File: config.mk
export PLATFORM = sky130hd
export DESIGN_NAME = uop_alu
export DESIGN_NICKNAME = d
export VERILOG_FILES = /design/src/rtl/uop_alu_pkg.sv /design/src/rtl/uop_alu_ctrl.sv /design/src/rtl/uop_alu_core.sv /design/src/rtl/uop_alu_dp.sv /design/src/rtl/uop_alu.sv
export SDC_FILE = /design/constraint.sdc
export NUM_CORES = 1
export LEC_CHECK = 0
export ABC_AREA = 0
export BUFFER_PORTS_ARGS = -buffer_cell sky130_fd_sc_hd__buf_4
export CAP_MARGIN = 15
export CORE_UTILIZATION = 40
export CTS_CLUSTER_DIAMETER = 80
export CTS_CLUSTER_SIZE = 12
export DETAILED_ROUTE_END_ITERATION = 10
export PLACE_DENSITY = 0.56
export SYNTH_ARGS = -nofsm -noshare
export SYNTH_HDL_FRONTEND = slang
export SYNTH_SLANG_ARGS = --single-unit
File: constraint.sdc
create_clock -name clk -period 6.65 [get_ports clk]
set_input_delay 0.665 -clock clk [delete_from_list [all_inputs] [get_ports clk]]
set_output_delay 0.665 -clock clk [all_outputs]
set_load 0.05 [all_outputs]
File: src/rtl/uop_alu_pkg.sv
package uop_alu_pkg;

  typedef enum logic [3:0] {
    OP_CLR  = 4'd0,  OP_COM  = 4'd1,  OP_INC  = 4'd2,  OP_DEC  = 4'd3,
    OP_NEG  = 4'd4,  OP_ADC  = 4'd5,  OP_SBC  = 4'd6,  OP_TST  = 4'd7,
    OP_ROR  = 4'd8,  OP_ROL  = 4'd9,  OP_ASR  = 4'd10, OP_ASL  = 4'd11,
    OP_SWAB = 4'd12, OP_SXT  = 4'd13, OP_RSVA = 4'd14, OP_RSVB = 4'd15
  } aluOp_e;

  typedef enum logic [1:0] {
    FL_KEEP, FL_CLR, FL_SET, FL_CALC
  } flagRule_e;

  typedef enum logic [3:0] {
    RS_ZERO, RS_INV, RS_INC, RS_DEC, RS_NEG, RS_ADC, RS_SBC, RS_PASS,
    RS_ROR, RS_ROL, RS_ASR, RS_ASL, RS_SWAP, RS_SEXT
  } resSel_e;

  typedef struct packed {
    resSel_e   resSel;
    logic      narrow;
    flagRule_e nRule;
    flagRule_e zRule;
    flagRule_e vRule;
    flagRule_e cRule;
  } aluStrobes_t;

endpackage

File: src/rtl/uop_alu_ctrl.sv
module uop_alu_ctrl
  import uop_alu_pkg::*;
(
  input  logic [3:0]  opCode,
  input  logic        byteSel,
  output aluStrobes_t strobes
);

  always_comb begin
    strobes.resSel = RS_PASS;
    strobes.narrow = byteSel;
    strobes.nRule  = FL_CALC;
    strobes.zRule  = FL_CALC;
    strobes.vRule  = FL_CALC;
    strobes.cRule  = FL_CALC;
    case (aluOp_e'(opCode))
      OP_CLR: begin
        strobes.resSel = RS_ZERO;
        strobes.nRule  = FL_CLR;
        strobes.zRule  = FL_SET;
        strobes.vRule  = FL_CLR;
        strobes.cRule  = FL_CLR;
      end
      OP_COM: begin
        strobes.resSel = RS_INV;
        strobes.vRule  = FL_CLR;
        strobes.cRule  = FL_SET;
      end
      OP_INC: begin
        strobes.resSel = RS_INC;
        strobes.cRule  = FL_KEEP;
      end
      OP_DEC: begin
        strobes.resSel = RS_DEC;
        strobes.cRule  = FL_KEEP;
      end
      OP_NEG: strobes.resSel = RS_NEG;
      OP_ADC: strobes.resSel = RS_ADC;
      OP_SBC: strobes.resSel = RS_SBC;
      OP_TST: begin
        strobes.resSel = RS_PASS;
        strobes.vRule  = FL_CLR;
        strobes.cRule  = FL_CLR;
      end
      OP_ROR: strobes.resSel = RS_ROR;
      OP_ROL: strobes.resSel = RS_ROL;
      OP_ASR: strobes.resSel = RS_ASR;
      OP_ASL: strobes.resSel = RS_ASL;
      OP_SWAB: begin
        strobes.resSel = RS_SWAP;
        strobes.narrow = 1'b0;
        strobes.vRule  = FL_CLR;
        strobes.cRule  = FL_CLR;
      end
      OP_SXT: begin
        strobes.resSel = RS_SEXT;
        strobes.narrow = 1'b0;
        strobes.nRule  = FL_KEEP;
        strobes.vRule  = FL_CLR;
        strobes.cRule  = FL_KEEP;
      end
      default: begin
        strobes.resSel = RS_PASS;
        strobes.nRule  = FL_KEEP;
        strobes.zRule  = FL_KEEP;
        strobes.vRule  = FL_KEEP;
        strobes.cRule  = FL_KEEP;
      end
    endcase
  end

endmodule

File: src/rtl/uop_alu_core.sv
module uop_alu_core
  import uop_alu_pkg::*;
#(
  parameter int W = 16
) (
  input  logic [W-1:0] a,
  input  logic         carryIn,
  input  logic         negIn,
  input  resSel_e      resSel,
  output logic [W-1:0] res,
  output logic         calcV,
  output logic         calcC
);

  localparam int HALF = W / 2;
  localparam int TOP  = W - 1;

  logic [W:0] sumExt;
  logic [W:0] diffExt;

  assign sumExt  = {1'b0, a} + {{W{1'b0}}, carryIn};
  assign diffExt = {1'b0, a} - {{W{1'b0}}, carryIn};

  always_comb begin
    res   = a;
    calcV = 1'b0;
    calcC = 1'b0;
    case (resSel)
      RS_ZERO: res = '0;
      RS_INV:  res = ~a;
      RS_INC: begin
        res   = a + W'(1);
        calcV = ~a[TOP] & res[TOP];
      end
      RS_DEC: begin
        res   = a - W'(1);
        calcV = a[TOP] & ~res[TOP];
      end
      RS_NEG: begin
        res   = '0 - a;
        calcV = a[TOP] & res[TOP];
        calcC = |res;
      end
      RS_ADC: begin
        res   = sumExt[TOP:0];
        calcC = sumExt[W];
        calcV = ~a[TOP] & res[TOP];
      end
      RS_SBC: begin
        res   = diffExt[TOP:0];
        calcC = diffExt[W];
        calcV = a[TOP] & ~res[TOP];
      end
      RS_ROR: begin
        res   = {carryIn, a[TOP:1]};
        calcC = a[0];
        calcV = res[TOP] ^ a[0];
      end
      RS_ROL: begin
        res   = {a[TOP-1:0], carryIn};
        calcC = a[TOP];
        calcV = res[TOP] ^ a[TOP];
      end
      RS_ASR: begin
        res   = {a[TOP], a[TOP:1]};
        calcC = a[0];
        calcV = res[TOP] ^ a[0];
      end
      RS_ASL: begin
        res   = {a[TOP-1:0], 1'b0};
        calcC = a[TOP];
        calcV = res[TOP] ^ a[TOP];
      end
      RS_SWAP: res = {a[HALF-1:0], a[TOP:HALF]};
      RS_SEXT: res = {W{negIn}};
      default: res = a;
    endcase
  end

endmodule

File: src/rtl/uop_alu_dp.sv
module uop_alu_dp
  import uop_alu_pkg::*;
#(
  parameter int WIDTH = 16
) (
  input  logic             clk,
  input  logic             rst_n,
  input  logic             valid,
  input  logic [WIDTH-1:0] operand,
  input  aluStrobes_t      strobes,
  output logic [WIDTH-1:0] result,
  output logic [3:0]       nextFlags,
  output logic [3:0]       flags
);

  localparam int HALF = WIDTH / 2;
  localparam int MSB  = WIDTH - 1;
  localparam int BMSB = HALF - 1;
  localparam int FN = 3, FZ = 2, FV = 1, FC = 0;

  logic [MSB:0]  wideRes;
  logic [BMSB:0] byteRes;
  logic          wideV, wideC, byteV, byteC;
  logic          calcN, calcZ, calcV, calcC;

  uop_alu_core #(.W(WIDTH)) u_wide (
    .a(operand), .carryIn(flags[FC]), .negIn(flags[FN]), .resSel(strobes.resSel),
    .res(wideRes), .calcV(wideV), .calcC(wideC)
  );

  uop_alu_core #(.W(HALF)) u_byte (
    .a(operand[BMSB:0]), .carryIn(flags[FC]), .negIn(flags[FN]), .resSel(strobes.resSel),
    .res(byteRes), .calcV(byteV), .calcC(byteC)
  );

  function automatic logic pickFlag(flagRule_e rule, logic oldVal, logic calcVal);
    case (rule)
      FL_KEEP: return oldVal;
      FL_CLR:  return 1'b0;
      FL_SET:  return 1'b1;
      default: return calcVal;
    endcase
  endfunction

  always_comb begin
    if (strobes.narrow) begin
      result = {operand[MSB:HALF], byteRes};
      calcN  = byteRes[BMSB];
      calcZ  = (byteRes == '0);
      calcV  = byteV;
      calcC  = byteC;
    end else begin
      result = wideRes;
      calcV  = wideV;
      calcC  = wideC;
      if (strobes.resSel == RS_SWAP) begin
        calcN = wideRes[BMSB];
        calcZ = (wideRes[BMSB:0] == '0);
      end else begin
        calcN = wideRes[MSB];
        calcZ = (wideRes == '0);
      end
    end
    nextFlags[FN] = pickFlag(strobes.nRule, flags[FN], calcN);
    nextFlags[FZ] = pickFlag(strobes.zRule, flags[FZ], calcZ);
    nextFlags[FV] = pickFlag(strobes.vRule, flags[FV], calcV);
    nextFlags[FC] = pickFlag(strobes.cRule, flags[FC], calcC);
  end

  always_ff @(posedge clk) begin
    if (!rst_n)     flags <= 4'b0000;
    else if (valid) flags <= nextFlags;
  end

  a_r13_hold_idle: assert property (@(posedge clk) disable iff (!rst_n)
    !valid |=> $stable(flags));

  a_r13_load_next: assert property (@(posedge clk) disable iff (!rst_n)
    valid |=> flags == $past(nextFlags));

  a_r2_clear_flags: assert property (@(posedge clk) disable iff (!rst_n)
    (valid && strobes.resSel == RS_ZERO) |=> flags == 4'b0100);

  a_r3_com_carry: assert property (@(posedge clk) disable iff (!rst_n)
    (valid && strobes.resSel == RS_INV) |=> flags[FC] && !flags[FV]);

  a_r4_incdec_keep_c: assert property (@(posedge clk) disable iff (!rst_n)
    (valid && (strobes.resSel == RS_INC || strobes.resSel == RS_DEC))
      |=> flags[FC] == $past(flags[FC]));

  a_r11_sext_keep_n: assert property (@(posedge clk) disable iff (!rst_n)
    (valid && strobes.resSel == RS_SEXT)
      |=> flags[FN] == $past(flags[FN]) && flags[FZ] != flags[FN]);

endmodule

File: src/rtl/uop_alu.sv
module uop_alu
  import uop_alu_pkg::*;
#(
  parameter int WIDTH = 16
) (
  input  logic             clk,
  input  logic             rst_n,
  input  logic             valid,
  input  logic [3:0]       opCode,
  input  logic             byteSel,
  input  logic [WIDTH-1:0] operand,
  output logic [WIDTH-1:0] result,
  output logic [3:0]       nextFlags,
  output logic [3:0]       flags
);

  aluStrobes_t strobes;

  uop_alu_ctrl u_ctrl (
    .opCode(opCode), .byteSel(byteSel), .strobes(strobes)
  );

  uop_alu_dp #(.WIDTH(WIDTH)) u_dp (
    .clk(clk), .rst_n(rst_n), .valid(valid), .operand(operand),
    .strobes(strobes), .result(result), .nextFlags(nextFlags), .flags(flags)
  );

endmodule

**Yosys cells after proc, flatten, opt, wreduce, memory -nomap -nowiden**

Cells that the tools add are included.
W data, S select, Z words.

- Register bits after elaboration: 4
- Bits of input ports: 24
- Output and inout bits: 24
- Logic and storage cells: 110

- Add/subtract/negate cells: 10
- Equal/unequal tests: 33
- Muxes and demuxes: 23
- Bitwise operators: 23
- Reduce and logical (&&, ||, !) cells: 20

Operators by type and width:

| cell | count |
|---|---|
| $pmux W16 S13 | 1 |
| $pmux W8 S13 | 1 |
| $pmux W4 S13 | 1 |
| $eq A4 B4 Y1 const B | 12 |
| $eq A4 B3 Y1 const B | 7 |
| $add A16 B1 Y17 | 1 |
| $sub A16 B1 Y17 | 1 |
| $add A16 B1 Y16 const B | 1 |
| $eq A4 B2 Y1 const B | 4 |
| $logic_not A16 Y1 | 1 |
| $logic_not A8 Y1 | 2 |
| $mux W16 | 1 |
| $not A16 Y16 | 1 |
| $pmux W1 S8 | 2 |
| $reduce_or A16 Y1 | 1 |
| $sub A1 B16 Y16 const A | 1 |
| $sub A16 B1 Y16 const B | 1 |
| $reduce_or A13 Y1 | 1 |
| $pmux W1 S3 | 4 |
| $pmux W2 S2 | 3 |
| $reduce_or A12 Y1 | 1 |
| $and A1 B1 Y1 | 10 |
| $pmux W1 S5 | 2 |
| $add A8 B1 Y9 | 1 |
| other kinds (20) | 48 |

**Depth between registers and ports, before layout**

- Depth after elaboration: 8
- Mapped depth: 14
- Mapped depth without buffers: 12

**By module**

Synthesis repeated with hierarchy kept, for this count alone.

- Cell total of the unflattened synthesis: 785
- Area total of the unflattened synthesis: 5,051.1 µm²

By module, submodules not included:

| module | instances | cells an instance | area an instance (µm²) | seq. area each (µm²) |
|---|---|---|---|---|
| uop_alu_core at u_dp.u_wide | 1 | 459 | 2,872.8 | 0.0 |
| uop_alu_core at u_dp.u_byte | 1 | 242 | 1,457.6 | 0.0 |
| uop_alu_dp | 1 | 62 | 548.0 | 80.1 |
| uop_alu_ctrl | 1 | 22 | 172.7 | 0.0 |

**Least setup slack after synthesis**

Ideal clock, no wire load.

- Kind: in2out
- From: input port operand[1]
- To: output port nextFlags[2]
- Arrival time: 4,054 ps
- Data required time: 5,985 ps
- Path slack: 1,931 ps
- Cell stages on the path: 13
- Buffers on the path: 2
- Cells stage by stage: clkbuf_1 buf_2 inv_1 ha_1 or4b_2 o21ai_0 a211oi_1 a31oi_1 nor4_2 a22oi_1 nor4_1 a311oi_1 nand2_1

- Longest elaborated chain between the ends: 6
- Elaborated cells between the ends (all ways): 20
- Classes of those cells: add/sub (10); mux (5); bitwise (2); reduce/logical (3)

Ends and longest elaborated chain:

| element | RTL line | RTL |
|---|---|---|
| start: declaration | uop_alu.sv:11 | `input logic [WIDTH-1:0] operand,` |
| $sub A16 B1 Y17 (tied with other cells) | uop_alu_core.sv:22 | `assign diffExt = {1'b0, a} - {{W{1'b0}}, carryIn};` |
| $pmux W16 S13 | uop_alu_core.sv:28 | `case (resSel)` |
| $logic_not A16 Y1 or $logic_not A8 Y1 (tied branches) | uop_alu_dp.sv:61, uop_alu_dp.sv:58 |  |
| $mux W1 | uop_alu_dp.sv:56 | `if (strobes.resSel == RS_SWAP) begin` |
| $mux W1 * | uop_alu_dp.sv:46 | `if (strobes.narrow) begin` |
| $pmux W1 S3 * | uop_alu_dp.sv:37 | `case (rule)` |
| end: declaration | uop_alu.sv:13 | `output logic [3:0] nextFlags,` |

Mark *: on every way between the ends. The rest lies on a longest branch, timed or not.

**Final worst setup path**

- From: input port operand[0]
- To: output port nextFlags[2]

The elaborated chain is that of the path after synthesis.

==> results by group <==
Outcome
  – Status: finished, final reports clean

Detailed routing
  – Vias per std cell: 7.51
  – Vias: 5,151
  – Met2 WL: 8390 um
  – Remaining antenna violation count after routing: 0
  – DR DRC count: 0
  – Wl on met1: 7790 um
  – DR iter-0 viols: 713
  – Wire per inst: 28.5 um
  – DR WL met3: 2270 um
  – Final wirelength: 19,500 um
  – Top layer in use: met4
  – DR pass1 iterations: 6

STA
  – Final Slew Violations: 0
  – FMAX: 204 MHz
  – Final period util: 0.737
  – Post-route minimum period: 4.90 ns
  – Least-Margin Pin Slew: 1.21 ns
  – RSZ-0062 raised after global routing: no
  – Setup Skew: 0.000350 ns
  – Setup_tns: 0 ns
  – Slew HR: 0.187
  – Final Setup Violations: 0
  – Final hold violations: 0

Clocking
  – Clk Latency, worst-skew pair: 0.22 ns
  – H-tree depth: 1
  – Clk pin slew, worst setup/hold paths: 0.03 ns
  – CTS tree: done
  – Clock Path Buffers: 2
  – Clock Sinks: 4
  – Postcts setup bufs: 0
  – Hold buffers post-CTS: 0
  – CTS resizes: 0
  – Clk root buf: clkbuf_8
  – Number of buffers created by CTS: 3

Synth
  – Async S/R FF share, synth: 0
  – Yosys top cell area share: 0.0615
  – #FFs+latches synth: 4
  – Synth area leader: a21oi_1
  – Unique cell type count in the Yosys netlist: 88
  – Synthesized area: 0.00374 mm^2
  – Yosys warns: 0
  – Seq/Total Area, Yosys: 0.0214
  – Syn nets: 618
  – Synth top cells by count: nand2_1, a21oi_1, nor2_1
  – Syn Area/Cell: 6.37 um^2
  – Largest cells by area after synthesis: a21oi_1, nand2_1, nor2_1
  – Top-count cell post-synth: nand2_1
  – Most used flip-flop cell after synthesis: dfxtp_1
  – Mapped Cells: 588
  – Number of flops mapped to enable cells by yosys: 0

Worst hold path
  – Worst hold path type: reg2reg

Finish
  – Largest register FFs: 4
  – Top Registers: u_dp.flags x4
  – Nets: 610
  – Layout cell share with drive strength beyond 1: 0.152
  – Register bank with the most flops: u_dp.flags
  – # diodes: 0
  – Synthesis-to-layout area growth: 8.22%

Global routing
  – Initial antenna violation count: 0
  – GRT Resource Usage Total: 0.400
  – Remaining Overflow, GRT: 0
  – Number of global-route vias before repair: 4,661
  – First-pass GRT wire length: 29,500 um
  – Largest net degree at the start of global routing: 60

Floorplan
  – Die Wd: 98.8 um
  – Die Ht: 98.8 um
  – Cell Rows: 34
  – I/O Pins: 48
  – Core ar.: 0.00889 mm^2
  – Die area: 0.00975 mm^2
  – Initial Utilization: 0.421

Power
  – Net switching power: 0.261 mW
  – Seq pwr share: 0.066
  – Worst IR Drop VDD: 0.117 mV
  – Clock power share: 0.122
  – Internal power: 0.171 mW
  – Combinational Power Share: 0.811
  – Lkg Pwr: 1.39 nW
  – Power per cell area: 107 mW/mm^2
  – Sw frac: 0.604
  – Pwr Total: 0.432 mW

Worst setup path
  – Highest net fanout along the worst path: 18
  – CP Launch Type: input pin
  – Data required, critical path: 5.98 ns
  – CP endpoint kind: output port
  – Setup CP Type: in2out
  – Reg-to-reg slack, setup: 2.82 ns
  – Crit path DAT: 4.24 ns

Place
  – Port Buf Inserts: 47
  – RD Place Congestion: 1.03
  – Final HPWL DP: 14,000 um

Job
  – MaxCap Viol Count: 0
-- final timing paths --
check | endpoint | cells after the start | start
max | nextFlags[2] | 13 | operand[0]
min | u_dp.flags[2] | 2 | u_dp.flags[2]
max reg2reg | u_dp.flags[2] | 11 | u_dp.flags[0]
min reg2reg | u_dp.flags[2] | 2 | u_dp.flags[2]
-- critical path: stages --
cell	delay, ns
buf_4	0.22
ha_1	0.33
ha_1	0.48
inv_1	0.22
o32ai_1	0.53
nand2_1	0.10
o311ai_0	0.89
a21oi_1	0.17
o22ai_1	0.14
nor4bb_1	0.10
nand4_1	0.13
nand2_1	0.06
buf_4	0.19
-- cell families (layout without fill, tap and decap cells) --
kind of cell | after synthesis | count (layout) | synth area share
simple gates | 262 | 262 | 0.402
compound gates | 198 | 198 | 0.375
flops | 4 | 4 | 0.0214
fa+ha+maj | 6 | 6 | 0.0200
xor+xnor | 20 | 20 | 0.0468
buf+inv | 83 | 73 | 0.0936
mux | 15 | 15 | 0.0418
-- cell type report --
type                    instances  area (um^2)
inverters                      15         56.3
clock buffers                   3         41.3
repair buffers                 55          413
multi-input cells             501         3330
well taps                     108          135
fillers                       961         4840
flip-flops and latches          4         80.1
-- power groups by stage --
stage / Sequential [mW] / Combinational [mW] / Clock, mW
global placement: 0.0289 / 0.341 / 0
detailed placement: 0.0292 / 0.339 / 0
global route: 0.0289 / 0.367 / 0.0559
CTS: 0.0287 / 0.340 / 0.0546
floorplan: 0.0309 / 0.232 / 0
finish: 0.0287 / 0.350 / 0.0529
-- layer usage --
layer	GRT usage	vias to the layer above
met3	0.0723	67
li1	-	2283
met1	0.543	2414
met4	0.201	0
met2	0.602	387
met5	0	-
-- metrics by stage --
stage | hold slack [ns] | setup WS, ns | area [um^2] | util | std cells
finish | 0.551 | 1.75 | 4050 | 0.456 | 686
global route | 0.615 | 1.63 | 4050 | 0.456 | 686
CTS | 0.552 | 1.96 | 4050 | 0.456 | 686
detailed placement | 0.548 | 1.97 | 4010 | 0.451 | 683
global placement | 0.540 | 1.95 | 4010 | 0.451 | 683
floorplan | 0.546 | 1.93 | 3740 | - | 588
-- cells in the final DEF (no fill, tap or decap), types with 6 or more instances in the layout --
cell      instances
a21oi_1          46
a221oi_1          9
a22oi_1           6
a31oi_1          10
a41oi_1           6
buf_4            55
ha_1              6
inv_1            15
mux2i_1          10
nand2_1          54
nand2b_1         11
nand3_1          24
nand4_1          14
nor2_1           45
nor3_1           21
nor3b_1           6
nor4_1           15
o21ai_0          26
o22ai_1          10
or3_1             9
xnor2_1          14
xor2_1            6
No activity file was read; power rests on OpenSTA's default activity.
